===== src/rtl/wtp_pkg.sv =====
package wtp_pkg;

  localparam int SEL_W  = 3;
  localparam int MODE_W = 15;
  localparam int NUM_OUT = 2;

  localparam logic [2:0] ADDR_MODE = 3'd0;
  localparam logic [2:0] ADDR_DA   = 3'd1;
  localparam logic [2:0] ADDR_DB   = 3'd2;
  localparam logic [2:0] ADDR_PER  = 3'd3;
  localparam logic [2:0] ADDR_CMD  = 3'd4;

  localparam int CMD_ON  = 0;
  localparam int CMD_OFF = 1;
  localparam int CMD_TRG = 2;

  typedef enum logic [1:0] {
    ACT_NONE = 2'b00,
    ACT_SET  = 2'b01,
    ACT_CLR  = 2'b10,
    ACT_TOG  = 2'b11
  } act_e;

  // strobes from control to datapath
  typedef struct packed {
    logic count;
    logic swTrig;
  } strobe_t;

  typedef struct packed {
    act_e cmpA;
    act_e perA;
    act_e swA;
    act_e cmpB;
    act_e perB;
    act_e swB;
  } actCfg_t;

  function automatic logic applyAct(input act_e a, input logic cur);
    case (a)
      ACT_SET: return 1'b1;
      ACT_CLR: return 1'b0;
      ACT_TOG: return ~cur;
      default: return cur;
    endcase
  endfunction

endpackage


===== src/rtl/wtp_outcell.sv =====
module wtp_outcell
  import wtp_pkg::*;
(
  input  logic clk,
  input  logic rst,
  input  logic swTrig,
  input  logic perHit,
  input  logic cmpHit,
  input  act_e swAct,
  input  act_e perAct,
  input  act_e cmpAct,
  output logic level
);

  // trigger over period over duty
  always_ff @(posedge clk) begin
    if (rst) begin
      level <= 1'b0;
    end else if (swTrig) begin
      level <= applyAct(swAct, level);
    end else if (perHit) begin
      level <= applyAct(perAct, level);
    end else if (cmpHit) begin
      level <= applyAct(cmpAct, level);
    end
  end

endmodule


===== src/rtl/wtp_ctrl.sv =====
module wtp_ctrl
  import wtp_pkg::*;
#(
  parameter int CNT_W   = 16,
  parameter int NUM_SRC = 5,
  parameter int WR_W    = 16
) (
  input  logic               clk,
  input  logic               rst,
  input  logic               wrEn,
  input  logic [2:0]         wrAddr,
  input  logic [WR_W-1:0]    wrData,
  input  logic [NUM_SRC-1:0] srcTick,
  output strobe_t            stb,
  output actCfg_t            acts,
  output logic [CNT_W-1:0]   dutyA,
  output logic [CNT_W-1:0]   dutyB,
  output logic [CNT_W-1:0]   perVal
);

  logic [MODE_W-1:0] modeReg;
  logic              clkOn;
  logic [SEL_W-1:0]  clkSel;
  logic              selTick;
  logic              cmdWr;

  assign cmdWr = wrEn && (wrAddr == ADDR_CMD);

  always_ff @(posedge clk) begin
    if (rst) begin
      modeReg <= '0;
      dutyA   <= '0;
      dutyB   <= '0;
      perVal  <= '0;
      clkOn   <= 1'b0;
    end else if (wrEn) begin
      case (wrAddr)
        ADDR_MODE: modeReg <= wrData[MODE_W-1:0];
        ADDR_DA:   dutyA   <= wrData[CNT_W-1:0];
        ADDR_DB:   dutyB   <= wrData[CNT_W-1:0];
        ADDR_PER:  perVal  <= wrData[CNT_W-1:0];
        ADDR_CMD: begin
          if (wrData[CMD_OFF])     clkOn <= 1'b0;
          else if (wrData[CMD_ON]) clkOn <= 1'b1;
        end
        default: ;
      endcase
    end
  end

  assign clkSel = modeReg[2:0];

  // source mux; selects without a source give no tick
  always_comb begin
    selTick = 1'b0;
    for (int i = 0; i < NUM_SRC; i++) begin
      if (clkSel == SEL_W'(i)) selTick = srcTick[i];
    end
  end

  assign stb.count  = clkOn && selTick;
  assign stb.swTrig = cmdWr && wrData[CMD_TRG];

  assign acts.cmpA = act_e'(modeReg[4:3]);
  assign acts.perA = act_e'(modeReg[6:5]);
  assign acts.swA  = act_e'(modeReg[8:7]);
  assign acts.cmpB = act_e'(modeReg[10:9]);
  assign acts.perB = act_e'(modeReg[12:11]);
  assign acts.swB  = act_e'(modeReg[14:13]);

endmodule


===== src/rtl/wtp_datapath.sv =====
module wtp_datapath
  import wtp_pkg::*;
#(
  parameter int CNT_W = 16
) (
  input  logic             clk,
  input  logic             rst,
  input  strobe_t          stb,
  input  actCfg_t          acts,
  input  logic [CNT_W-1:0] dutyA,
  input  logic [CNT_W-1:0] dutyB,
  input  logic [CNT_W-1:0] perVal,
  output logic [CNT_W-1:0] cntVal,
  output logic             outA,
  output logic             outB
);

  logic [CNT_W-1:0]   cnt;
  logic               perMatch;
  logic [NUM_OUT-1:0] lvl;

  assign perMatch = (cnt == perVal);

  always_ff @(posedge clk) begin
    if (rst) begin
      cnt <= '0;
    end else if (stb.swTrig) begin
      cnt <= '0;
    end else if (stb.count) begin
      cnt <= perMatch ? '0 : cnt + 1'b1;
    end
  end

  for (genvar g = 0; g < NUM_OUT; g++) begin : gOut
    logic [CNT_W-1:0] dutyVal;
    act_e cmpAct, perAct, swAct;
    assign dutyVal = (g == 0) ? dutyA     : dutyB;
    assign cmpAct  = (g == 0) ? acts.cmpA : acts.cmpB;
    assign perAct  = (g == 0) ? acts.perA : acts.perB;
    assign swAct   = (g == 0) ? acts.swA  : acts.swB;

    wtp_outcell uCell (
      .clk    (clk),
      .rst    (rst),
      .swTrig (stb.swTrig),
      .perHit (stb.count && perMatch),
      .cmpHit (stb.count && (cnt == dutyVal)),
      .swAct  (swAct),
      .perAct (perAct),
      .cmpAct (cmpAct),
      .level  (lvl[g])
    );
  end

  assign cntVal = cnt;
  assign outA   = lvl[0];
  assign outB   = lvl[1];

endmodule


===== src/rtl/wave_timer_pair.sv =====
module wave_timer_pair
  import wtp_pkg::*;
#(
  parameter int CNT_W   = 16,
  parameter int NUM_SRC = 5,
  parameter int WR_W    = (CNT_W > MODE_W) ? CNT_W : MODE_W
) (
  input  logic               clk,
  input  logic               rst,
  input  logic               wrEn,
  input  logic [2:0]         wrAddr,
  input  logic [WR_W-1:0]    wrData,
  input  logic [NUM_SRC-1:0] srcTick,
  output logic               outA,
  output logic               outB,
  output logic [CNT_W-1:0]   cntVal
);

  strobe_t          stb;
  actCfg_t          acts;
  logic [CNT_W-1:0] dutyA, dutyB, perVal;

  wtp_ctrl #(.CNT_W(CNT_W), .NUM_SRC(NUM_SRC), .WR_W(WR_W)) uCtrl (
    .clk(clk), .rst(rst), .wrEn(wrEn), .wrAddr(wrAddr), .wrData(wrData),
    .srcTick(srcTick), .stb(stb), .acts(acts),
    .dutyA(dutyA), .dutyB(dutyB), .perVal(perVal)
  );

  wtp_datapath #(.CNT_W(CNT_W)) uDp (
    .clk(clk), .rst(rst), .stb(stb), .acts(acts),
    .dutyA(dutyA), .dutyB(dutyB), .perVal(perVal),
    .cntVal(cntVal), .outA(outA), .outB(outB)
  );

endmodule


===== config.mk =====
export PLATFORM = sky130hd
export DESIGN_NAME = wave_timer_pair
export DESIGN_NICKNAME = d
export VERILOG_FILES = /design/src/rtl/wtp_pkg.sv /design/src/rtl/wtp_outcell.sv /design/src/rtl/wtp_ctrl.sv /design/src/rtl/wtp_datapath.sv /design/src/rtl/wave_timer_pair.sv
export SDC_FILE = /design/constraint.sdc
export NUM_CORES = 1
export LEC_CHECK = 0
export BUFFER_PORTS_ARGS = -buffer_cell sky130_fd_sc_hd__buf_4
export CAP_MARGIN = 40
export CORE_ASPECT_RATIO = 1.5
export CORE_MARGIN = 2
export CORE_UTILIZATION = 50
export DETAILED_ROUTE_END_ITERATION = 12
export HOLD_SLACK_MARGIN = 0.05
export MAX_ROUTING_LAYER = met4
export PLACE_DENSITY = 0.77
export SETUP_SLACK_MARGIN = 0.15
export SLEW_MARGIN = 5
export SYNTH_ARGS = -nofsm -noshare
export SYNTH_HDL_FRONTEND = slang
export SYNTH_SLANG_ARGS = --single-unit

===== constraint.sdc =====
create_clock -name clk -period 5.57 [get_ports clk]
set_clock_uncertainty 0.2 [all_clocks]
set_input_delay 0.2785 -clock clk [delete_from_list [all_inputs] [get_ports clk]]
set_output_delay 0.2785 -clock clk [all_outputs]
set_load 0.02 [all_outputs]

==> results.txt, run 1 <==
----------------------------------------------------
[Status]
  Result of the run ... finished clean

[Yosys]
  Dominant synthesized flop cell ... sky130_fd_sc_hd__dfxtp_1
  Yosys synthesis warning count ... 0
  Ranking of synthesized cells by instance count ... 137 x sky130_fd_sc_hd__nand2_1, 82 x sky130_fd_sc_hd__dfxtp_1, 69 x sky130_fd_sc_hd__a21oi_1
  Cell with the most instances after synthesis ... sky130_fd_sc_hd__nand2_1
  Flip-flop and latch count after synthesis ... 82
  Area share of fa/ha/maj cells after synthesis ... 2.173%
  Number of flops mapped to enable cells by yosys ... 0
  Post-Syn Area per Cell ... 7.949 um^2
  Multiplexer share of the synthesized area ... 0.7451%
  Post-synthesis cell type count ... 44
  Synth Area in XOR/XNOR ... 13.69%
  Fraction of synthesized cell area taken by the top area cell type ... 40.73%
  Largest area contributor in the synthesized netlist ... sky130_fd_sc_hd__dfxtp_1
  Synthesized instance count ... 507
  Simple logic cell fraction of the synthesized area ... 23.78%
  Main combinational cell family by area after synthesis ... simple AND/OR/NAND/NOR gates
  Area fraction in compound gates after synthesis ... 12.57%
  Total nets after synthesis ... 541
  Fraction of registers with async set or reset after synthesis ... 0%
  Proportion of synthesized chip area in sequential cells ... 40.73%
  Top post-synthesis cells by area ... sky130_fd_sc_hd__dfxtp_1 41%, sky130_fd_sc_hd__nand2_1 13%, sky130_fd_sc_hd__a21oi_1 8.6%, sky130_fd_sc_hd__xnor2_1 7.6%, sky130_fd_sc_hd__xor2_1 6.1%
  Area of the mapped netlist ... 0.004030 mm^2

[Timing]
  Final setup fails ... 0
  RSZ-0062 raised after global routing ... no
  Period utilisation layout ... 45.81%
  Summed negative setup slack over all endpoints ... 0 ns
  Max-slew headroom at the worst pin ... 45.04%
  Actual slew at the worst max-slew pin ... 0.8242 ns
  Highest Clock Rate ... 391.9 MHz
  Final critical path time including I/O delays and setup ... 2.551 ns
  Crit path setup slack, layout ... 3.019 ns
  Hold violation total from the final report ... 0
  Final count of pins violating max slew ... 0

[Place]
  Cell count after placement ... 620
  Port Buf Inserts ... 44
  Hpwl dp ... 7827 um
  Minimum setup slack after placement ... 3.020 ns
  GPL Wtd Cong ... 0.9794

[Power and ir drop]
  Power spent charging and discharging nets ... 0.2971 mW
  Sequential share of power ... 47.6%
  Clock power share ... 44.7%
  Combinational cell fraction of total power ... 7.7%
  Internal Power ... 0.9747 mW
  Sw Ratio ... 23.36%
  Static leakage power ... 1.801 nW
  Power Density ... 266.9 mW/mm^2
  Peak supply drop ... 0.1592 mV

[Cells and area]
  Non-filler instance count after layout ... 652
  Area used by multi-input combinational logic ... 0.002140 mm^2
  Number of inserted diodes ... 0
  Final core area utilization ... 60.27%
  Area growth syn-to-layout ... 18.26%
  Layout fillers ... 759
  Final layout net count ... 576
  Share of cells above drive strength 1 ... 14.26%
  Area taken by flip-flops and latches ... 0.001642 mm^2

[Drt]
  Vias ... 3580
  Routed WL per cell ... 16.19 um
  Number of design-rule violations left by the first detailed-router iteration ... 245
  Per-cell via count in the routed design ... 5.491
  DRT antenna net count ... 0
  Initial DRT Pass Iterations ... 5
  Remaining routing DRC violations ... 0
  Routed WL ... 10550 um

[Die]
  Core area ... 0.007908 mm^2
  Initial standard-cell utilization of the core ... 50.97%
  Width of the die ... 77.31 um
  I/O pins ... 45
  Rows ... 40
  Vertical extent of the die ... 114.0 um
  Area enclosed by the die boundary ... 0.008809 mm^2

[Clocking]
  Clock tree from TritonCTS ... yes
  CTS Sinks ... 82
  Inserted Clock Buffers ... 9
  Clock-pin slew of the registers on the worst-case setup and hold paths ... 0.06 ns
  CTS Root Buffer Type ... sky130_fd_sc_hd__clkbuf_16
  Quantity of gates resized following cts ... 0
  Maximum number of buffers from clock root to sink ... 2
  Clock network latency to the later pin of the worst-skew pair ... 0.34 ns
  Maximum level of the CTS H-tree ... 3

[Global routing]
  Residual overflow from global routing ... 0
  Largest net degree at the start of global routing ... 71
  Number of antenna violations at the first check in global routing ... 0
  Vias in the first global route ... 3366
  Global-route usage over all layers ... 25.86%
  Wire length of the first global-routing pass ... 16960 um

[Worst setup path]
  Worst Path Arrival ... 2.55 ns
  Critical path required time ... 5.56 ns
  Path type of the worst setup path ... reg -> reg
  Launching element type of the critical path ... flip-flop
  Maximum fanout along the worst path ... 16
  Setup crit end kind ... flip-flop

[Worst hold path]
  Worst Hold Class ... in -> reg

[Job]
  Total of max-cap violations ... 0

----------------------------------------------------
state kept, by name, summed over array words and instances, names as in the netlist:
| signal | count |
|---|---|
| uCtrl.dutyA | 16 |
| uCtrl.dutyB | 16 |
| uCtrl.perVal | 16 |
| uDp.cntVal | 16 |
| uCtrl.modeReg | 15 |
| uDp.gOut.uCell.level | 2 |
| uCtrl.clkOn | 1 |
cell usage in the layout (no fill, tap or decap), types with 2 or more instances in the layout:
| cell type | n |
|---|---|
| sky130_fd_sc_hd__clkinv_2 | 2 |
| sky130_fd_sc_hd__ha_1 | 7 |
| sky130_fd_sc_hd__inv_1 | 11 |
| sky130_fd_sc_hd__buf_6 | 2 |
| sky130_fd_sc_hd__clkbuf_8 | 3 |
| sky130_fd_sc_hd__buf_4 | 45 |
| sky130_fd_sc_hd__xnor2_1 | 35 |
| sky130_fd_sc_hd__xor2_1 | 28 |
| sky130_fd_sc_hd__and2_1 | 2 |
| sky130_fd_sc_hd__nor2_2 | 4 |
| sky130_fd_sc_hd__nand3_1 | 8 |
| sky130_fd_sc_hd__nor2b_1 | 3 |
| sky130_fd_sc_hd__dlygate4sd3_1 | 16 |
| sky130_fd_sc_hd__nor2_1 | 20 |
| sky130_fd_sc_hd__a21oi_1 | 69 |
| sky130_fd_sc_hd__dfxtp_1 | 82 |
| sky130_fd_sc_hd__o21ai_0 | 4 |
| sky130_fd_sc_hd__nor4_1 | 7 |
| sky130_fd_sc_hd__nand2b_1 | 3 |
| sky130_fd_sc_hd__or3_1 | 2 |
| sky130_fd_sc_hd__nand4_1 | 9 |
| sky130_fd_sc_hd__nor3_1 | 9 |
| sky130_fd_sc_hd__nor4_2 | 4 |
| sky130_fd_sc_hd__mux2i_1 | 3 |
| sky130_fd_sc_hd__o311ai_1 | 2 |
| sky130_fd_sc_hd__clkbuf_16 | 9 |
| sky130_fd_sc_hd__nand2_1 | 137 |
| sky130_fd_sc_hd__clkinvlp_4 | 2 |
| sky130_fd_sc_hd__o2111ai_1 | 2 |
per-stage QoR:
step / hold slack (ns) / instance area, um^2 / total power [mW]
6_report: 0.1091 / 4766 / 1.272
5_1_grt: 0.1209 / 4766 / 1.316
4_1_cts: 0.09927 / 4766 / 1.279
3_5_place_dp: 0.2511 / 4314 / 0.7068
3_3_place_gp: 0.2449 / 4292 / 0.7038
2_1_floorplan: 0.1751 / 4030 / 0.6687
timing repair:
item,4_1_cts,5_1_grt
hold buffers,16,0
endpoints found under the hold margin,64,0
buffers inserted,0,0
setup endpoints to repair,0,0
worst max-delay path, stage by stage, from the launching register on:
cell and delay, ns:
sky130_fd_sc_hd__dfxtp_1 0.53, sky130_fd_sc_hd__xor2_1 0.13, sky130_fd_sc_hd__nor4_2 0.33, sky130_fd_sc_hd__nand4_1 0.33
sky130_fd_sc_hd__o21ai_2 0.75, sky130_fd_sc_hd__nor2_1 0.12
final timing paths:
kind | slack, ns | cells past startpoint | endpoint | startpoint
setup / recovery | 3.02 | 5 | uDp.cntVal[0] | uDp.cntVal[2]
hold / removal | 0.11 | 4 | uCtrl.dutyA[0] | wrAddr[1]
setup reg to reg | 3.02 | 5 | uDp.cntVal[0] | uDp.cntVal[2]
hold reg to reg | 0.26 | 2 | uCtrl.modeReg[8] | uCtrl.modeReg[8]
layer usage:
| metal | GRT usage [%] | up-vias | share of wire, % |
|---|---|---|---|
| li1 | - | 1748 | - |
| met1 | 28.56 | 1675 | 39 |
| met2 | 43.65 | 122 | 51 |
| met3 | 5.222 | 35 | 5.0 |
| met4 | 13.93 | 0 | 4.2 |
| met5 | - | - | 0 |
power by group through the flow:
stage                     sequential, mW  combinational (mW)  clock [mW]
after detailed placement           0.618              0.0887           0
after global placement             0.618              0.0859           0
after floorplan                    0.615              0.0534           0
after global routing               0.606               0.107       0.603
final                              0.605              0.0984       0.568
after CTS                          0.605              0.0980       0.575
cells by family (layout without fill, tap and decap cells):
kind of cell    count (synthesis)  count (layout)
buf+inv                        50              90
mux                             3               3
xor+xnor                       63              63
compound gates                 88              88
simple gates                  214             214
fa+ha+maj                       7               7
flops                          82              82
layout make-up:
cell class / count / share of cell area (%)
tap: 105 / 2.757
timing repair buffer: 63 / 10.92
inverter: 11 / 0.8664
clock inverter: 4 / 0.5251
clock buffer: 12 / 5.592
multi-input combinational: 375 / 44.89
sequential: 82 / 34.44
Note: power is estimated with default switching activity, not from simulation.
==> run 2: changes to the inputs <==
PLACE_DENSITY = 0.8   (was 0.77)
clock period = 2.1 ns   (was 5.57 ns; I/O delays follow)
==> run 2 against run 1 <==
Combinational power increased to 3.3 times the previous value; power increased to 2.7 times the previous value; critical path depth increased by 2; sequential power increased to 2.6 times the previous value; final area increased by 9.5%; core utilization increased by 5.7 points; worst setup slack got worse by 3.0 ns; sequential share of layout area decreased by 2.4 points; first-iteration DRC count increased by 29%; fmax increased by 24%; flip-flop and latch count unchanged; clock power increased to 2.7 times the previous value; largest power group unchanged.
==> results.txt, run 2 (synthesis gave the netlist of run 1 again) <==
----------------------------------------------------
[Worst hold path]
  Cell depth of the worst min-delay path ... 5 (+1)
  Worst Hold Path EP ... uCtrl.dutyB[8]
  Worst Hold Class ... in -> reg
  Worst min-delay path startpoint ... wrAddr[0]

[Drt]
  Routed WL ... 11350 um (+7.5%)
  Vias ... 3823 (+6.8%)
  Initial DRT Pass Iterations ... 6 (+1)
  Highest routed metal layer ... met4
  Routed metal-1 wire length ... 4190 um (+0.62%)
  Per-cell via count in the routed design ... 5.606 (+2.1%)
  Detailed-routed wire length on met2 ... 5974 um (+10%)
  Length of routed met3 wiring ... 723 um (+38%)
  Number of design-rule violations left by the first detailed-router iteration ... 315 (+29%)
  DRT antenna net count ... 0 (unchanged)
  Routed WL per cell ... 16.64 um (+2.8%)
  Remaining routing DRC violations ... 0 (unchanged)

[Clocking]
  Maximum number of buffers from clock root to sink ... 2 (unchanged)
  Clock tree from TritonCTS ... yes
  CTS Root Buffer Type ... sky130_fd_sc_hd__clkbuf_16
  Inserted Clock Buffers ... 9 (unchanged)
  Maximum level of the CTS H-tree ... 3 (unchanged)
  Clock network latency to the later pin of the worst-skew pair ... 0.34 ns (about the same)
  Clock-pin slew of the registers on the worst-case setup and hold paths ... 0.06 ns (about the same)
  CTS Sinks ... 82 (unchanged)

[Die]
  Vertical extent of the die ... 114.0 um (unchanged)
  Area enclosed by the die boundary ... 0.008809 mm^2 (unchanged)
  Width of the die ... 77.31 um (unchanged)
  Initial standard-cell utilization of the core ... 50.97% (unchanged)
  Core area ... 0.007908 mm^2 (unchanged)
  I/O pins ... 45 (unchanged)
  Rows ... 40 (unchanged)

[Cells and area]
  Layout fillers ... 635 (-16%)
  Final layout net count ... 607 (+5.4%)
  Share of cells above drive strength 1 ... 23.57% (+9.3 points)
  Number of inserted diodes ... 0 (unchanged)
  Top library cells by usage in the layout, fill and taps aside ... 137 x sky130_fd_sc_hd__nand2_1, 74 x sky130_fd_sc_hd__buf_4, 69 x sky130_fd_sc_hd__a21oi_1, 68 x sky130_fd_sc_hd__dfxtp_1, 33 x sky130_fd_sc_hd__xnor2_1
  Final core area utilization ... 66.00% (+5.7 points)
  Area growth syn-to-layout ... 29.49%
  Most common cell after layout, fill and taps aside ... sky130_fd_sc_hd__nand2_1

[Place]
  Port Buf Inserts ... 44 (unchanged)
  Minimum setup slack after placement ... -0.08560 ns (-3.106 ns)
  GPL Wtd Cong ... 0.9301 (-5.0%)
  Hpwl dp ... 7703 um (-1.6%)

[Timing]
  Highest Clock Rate ... 485.5 MHz (+24%)
  Max-slew headroom at the worst pin ... 51.83% (+6.8 points)
  Crit path setup slack, layout ... 0.04021 ns (-2.978 ns)
  Hold violation total from the final report ... 0 (unchanged)
  Actual slew at the worst max-slew pin ... 0.7226 ns (-0.1016 ns)
  RSZ-0062 raised after global routing ... yes
  Period utilisation layout ... 98.09% (+52 points)
  Final critical path time including I/O delays and setup ... 2.060 ns (-0.4916 ns)
  Final count of pins violating max slew ... 0 (unchanged)
  Summed negative setup slack over all endpoints ... 0 ns (unchanged)
  Final setup fails ... 0 (unchanged)

[Worst setup path]
  Critical path required time ... 2.10 ns (-3.46 ns)
  Setup crit end kind ... flip-flop
  Worst Path Arrival ... 2.06 ns (-0.49 ns)
  CP Launch Point ... uDp.cntVal[1]
  Launching element type of the critical path ... flip-flop
  Launching point of the worst reg2reg path ... uDp.cntVal[1]
  Register-to-register setup slack ... 0.04 ns (-2.98 ns)
  Cell count of the worst reg-to-reg path ... 7 (+2)
  Maximum fanout along the worst path ... 6 (-10)
  Path type of the worst setup path ... reg -> reg
  Reg-to-Reg End ... uDp.gOut[1].uCell.level

[Power and ir drop]
  Power Density ... 663.9 mW/mm^2 (+150%)
  Internal Power ... 2.666 mW (+170%)
  Combinational cell fraction of total power ... 9.5% (+1.8 points)
  Static leakage power ... 2.015 nW (+12%)
  Clock power share ... 44.4% (-0.3 points)
  Sequential share of power ... 46.1% (-1.5 points)
  Sw Ratio ... 23.04% (-0.32 points)
  Power spent charging and discharging nets ... 0.7983 mW (+170%)
  Peak supply drop ... 0.5612 mV (+250%)

[Global routing]
  Global-route usage over all layers ... 26.84% (+0.98 points)
  Wire length of the first global-routing pass ... 18090 um (+6.7%)
  Residual overflow from global routing ... 0 (unchanged)
  Number of antenna violations at the first check in global routing ... 0 (unchanged)
  Largest net degree at the start of global routing ... 71 (unchanged)
  Vias in the first global route ... 3737 (+11%)

[Job]
  Total of max-cap violations ... 0 (unchanged)

[Status]
  Result of the run ... finished clean

----------------------------------------------------
==> run 2: cell type report <==
cell class | count | area, um^2 | share of cell area (%)
tap | 105 | 131.4 | 2.517
inverter | 11 | 41.29 | 0.7912
timing repair buffer | 94 | 777.0 | 14.89
clock buffer | 12 | 246.5 | 4.723
multi-input combinational | 375 | 2311 | 44.28
clock inverter | 3 | 40.04 | 0.7672
sequential | 82 | 1672 | 32.03
==> run 2: stage by stage <==
step                cell area [um^2]  total power [mW]  hold WS (ns)  cells
floorplan                       4068             1.773      0.001611    507
global placement                4481             1.872        0.1426    638
detailed placement              4481             1.878        0.1621    638
CTS                             5064             3.452       0.08842    677
global route                    5219             3.576        0.1251    682
finish                          5219             3.465        0.1115    682
==> run 2: how the worst max path moves through the flow <==
stage	to	slack [ns]	cells after the start
global route	uDp.gOut[1].uCell.level	-0.06	7
detailed placement	uDp.gOut[0].uCell.level	-0.09	6
floorplan	uDp.cntVal[11]	0.1	7
global placement	uDp.gOut[0].uCell.level	0.02	6
CTS	uDp.gOut[1].uCell.level	0.09	6
finish	uDp.gOut[1].uCell.level	0.04	7
==> run 2: power groups by stage <==
stage | sequential (mW) | clock [mW] | combinational [mW]
3_5_place_dp | 1.63 | 0 | 0.243
3_3_place_gp | 1.63 | 0 | 0.238
5_1_grt | 1.60 | 1.62 | 0.354
4_1_cts | 1.60 | 1.55 | 0.303
6_report | 1.60 | 1.54 | 0.329
2_1_floorplan | 1.63 | 0 | 0.143
==> run 2: layer usage <==
| layer | up-vias | track usage, % |
|---|---|---|
| met2 | 171 | 47.13 |
| met3 | 34 | 4.509 |
| met5 | - | - |
| li1 | 1804 | - |
| met4 | 0 | 12.38 |
| met1 | 1814 | 29.51 |
==> run 2: critical path, cell delays in order, from the launching register on <==
cell                       delay (ns)
sky130_fd_sc_hd__dfxtp_4         0.34
sky130_fd_sc_hd__buf_4           0.16
sky130_fd_sc_hd__xor2_1          0.21
sky130_fd_sc_hd__nor4_2          0.31
sky130_fd_sc_hd__nand2_1         0.14
sky130_fd_sc_hd__o41ai_4         0.27
sky130_fd_sc_hd__a2111o_1        0.21
sky130_fd_sc_hd__o311ai_2        0.09
==> run 2: repair_timing <==
item | CTS | global route
buffers inserted | 7 | 5
endpoints found under the setup margin | 18 | 18
pin swaps | 8 | 9
resized for setup | 14 | 21
hold buffers | 17 | 0
hold endpoints to repair | 65 | 0
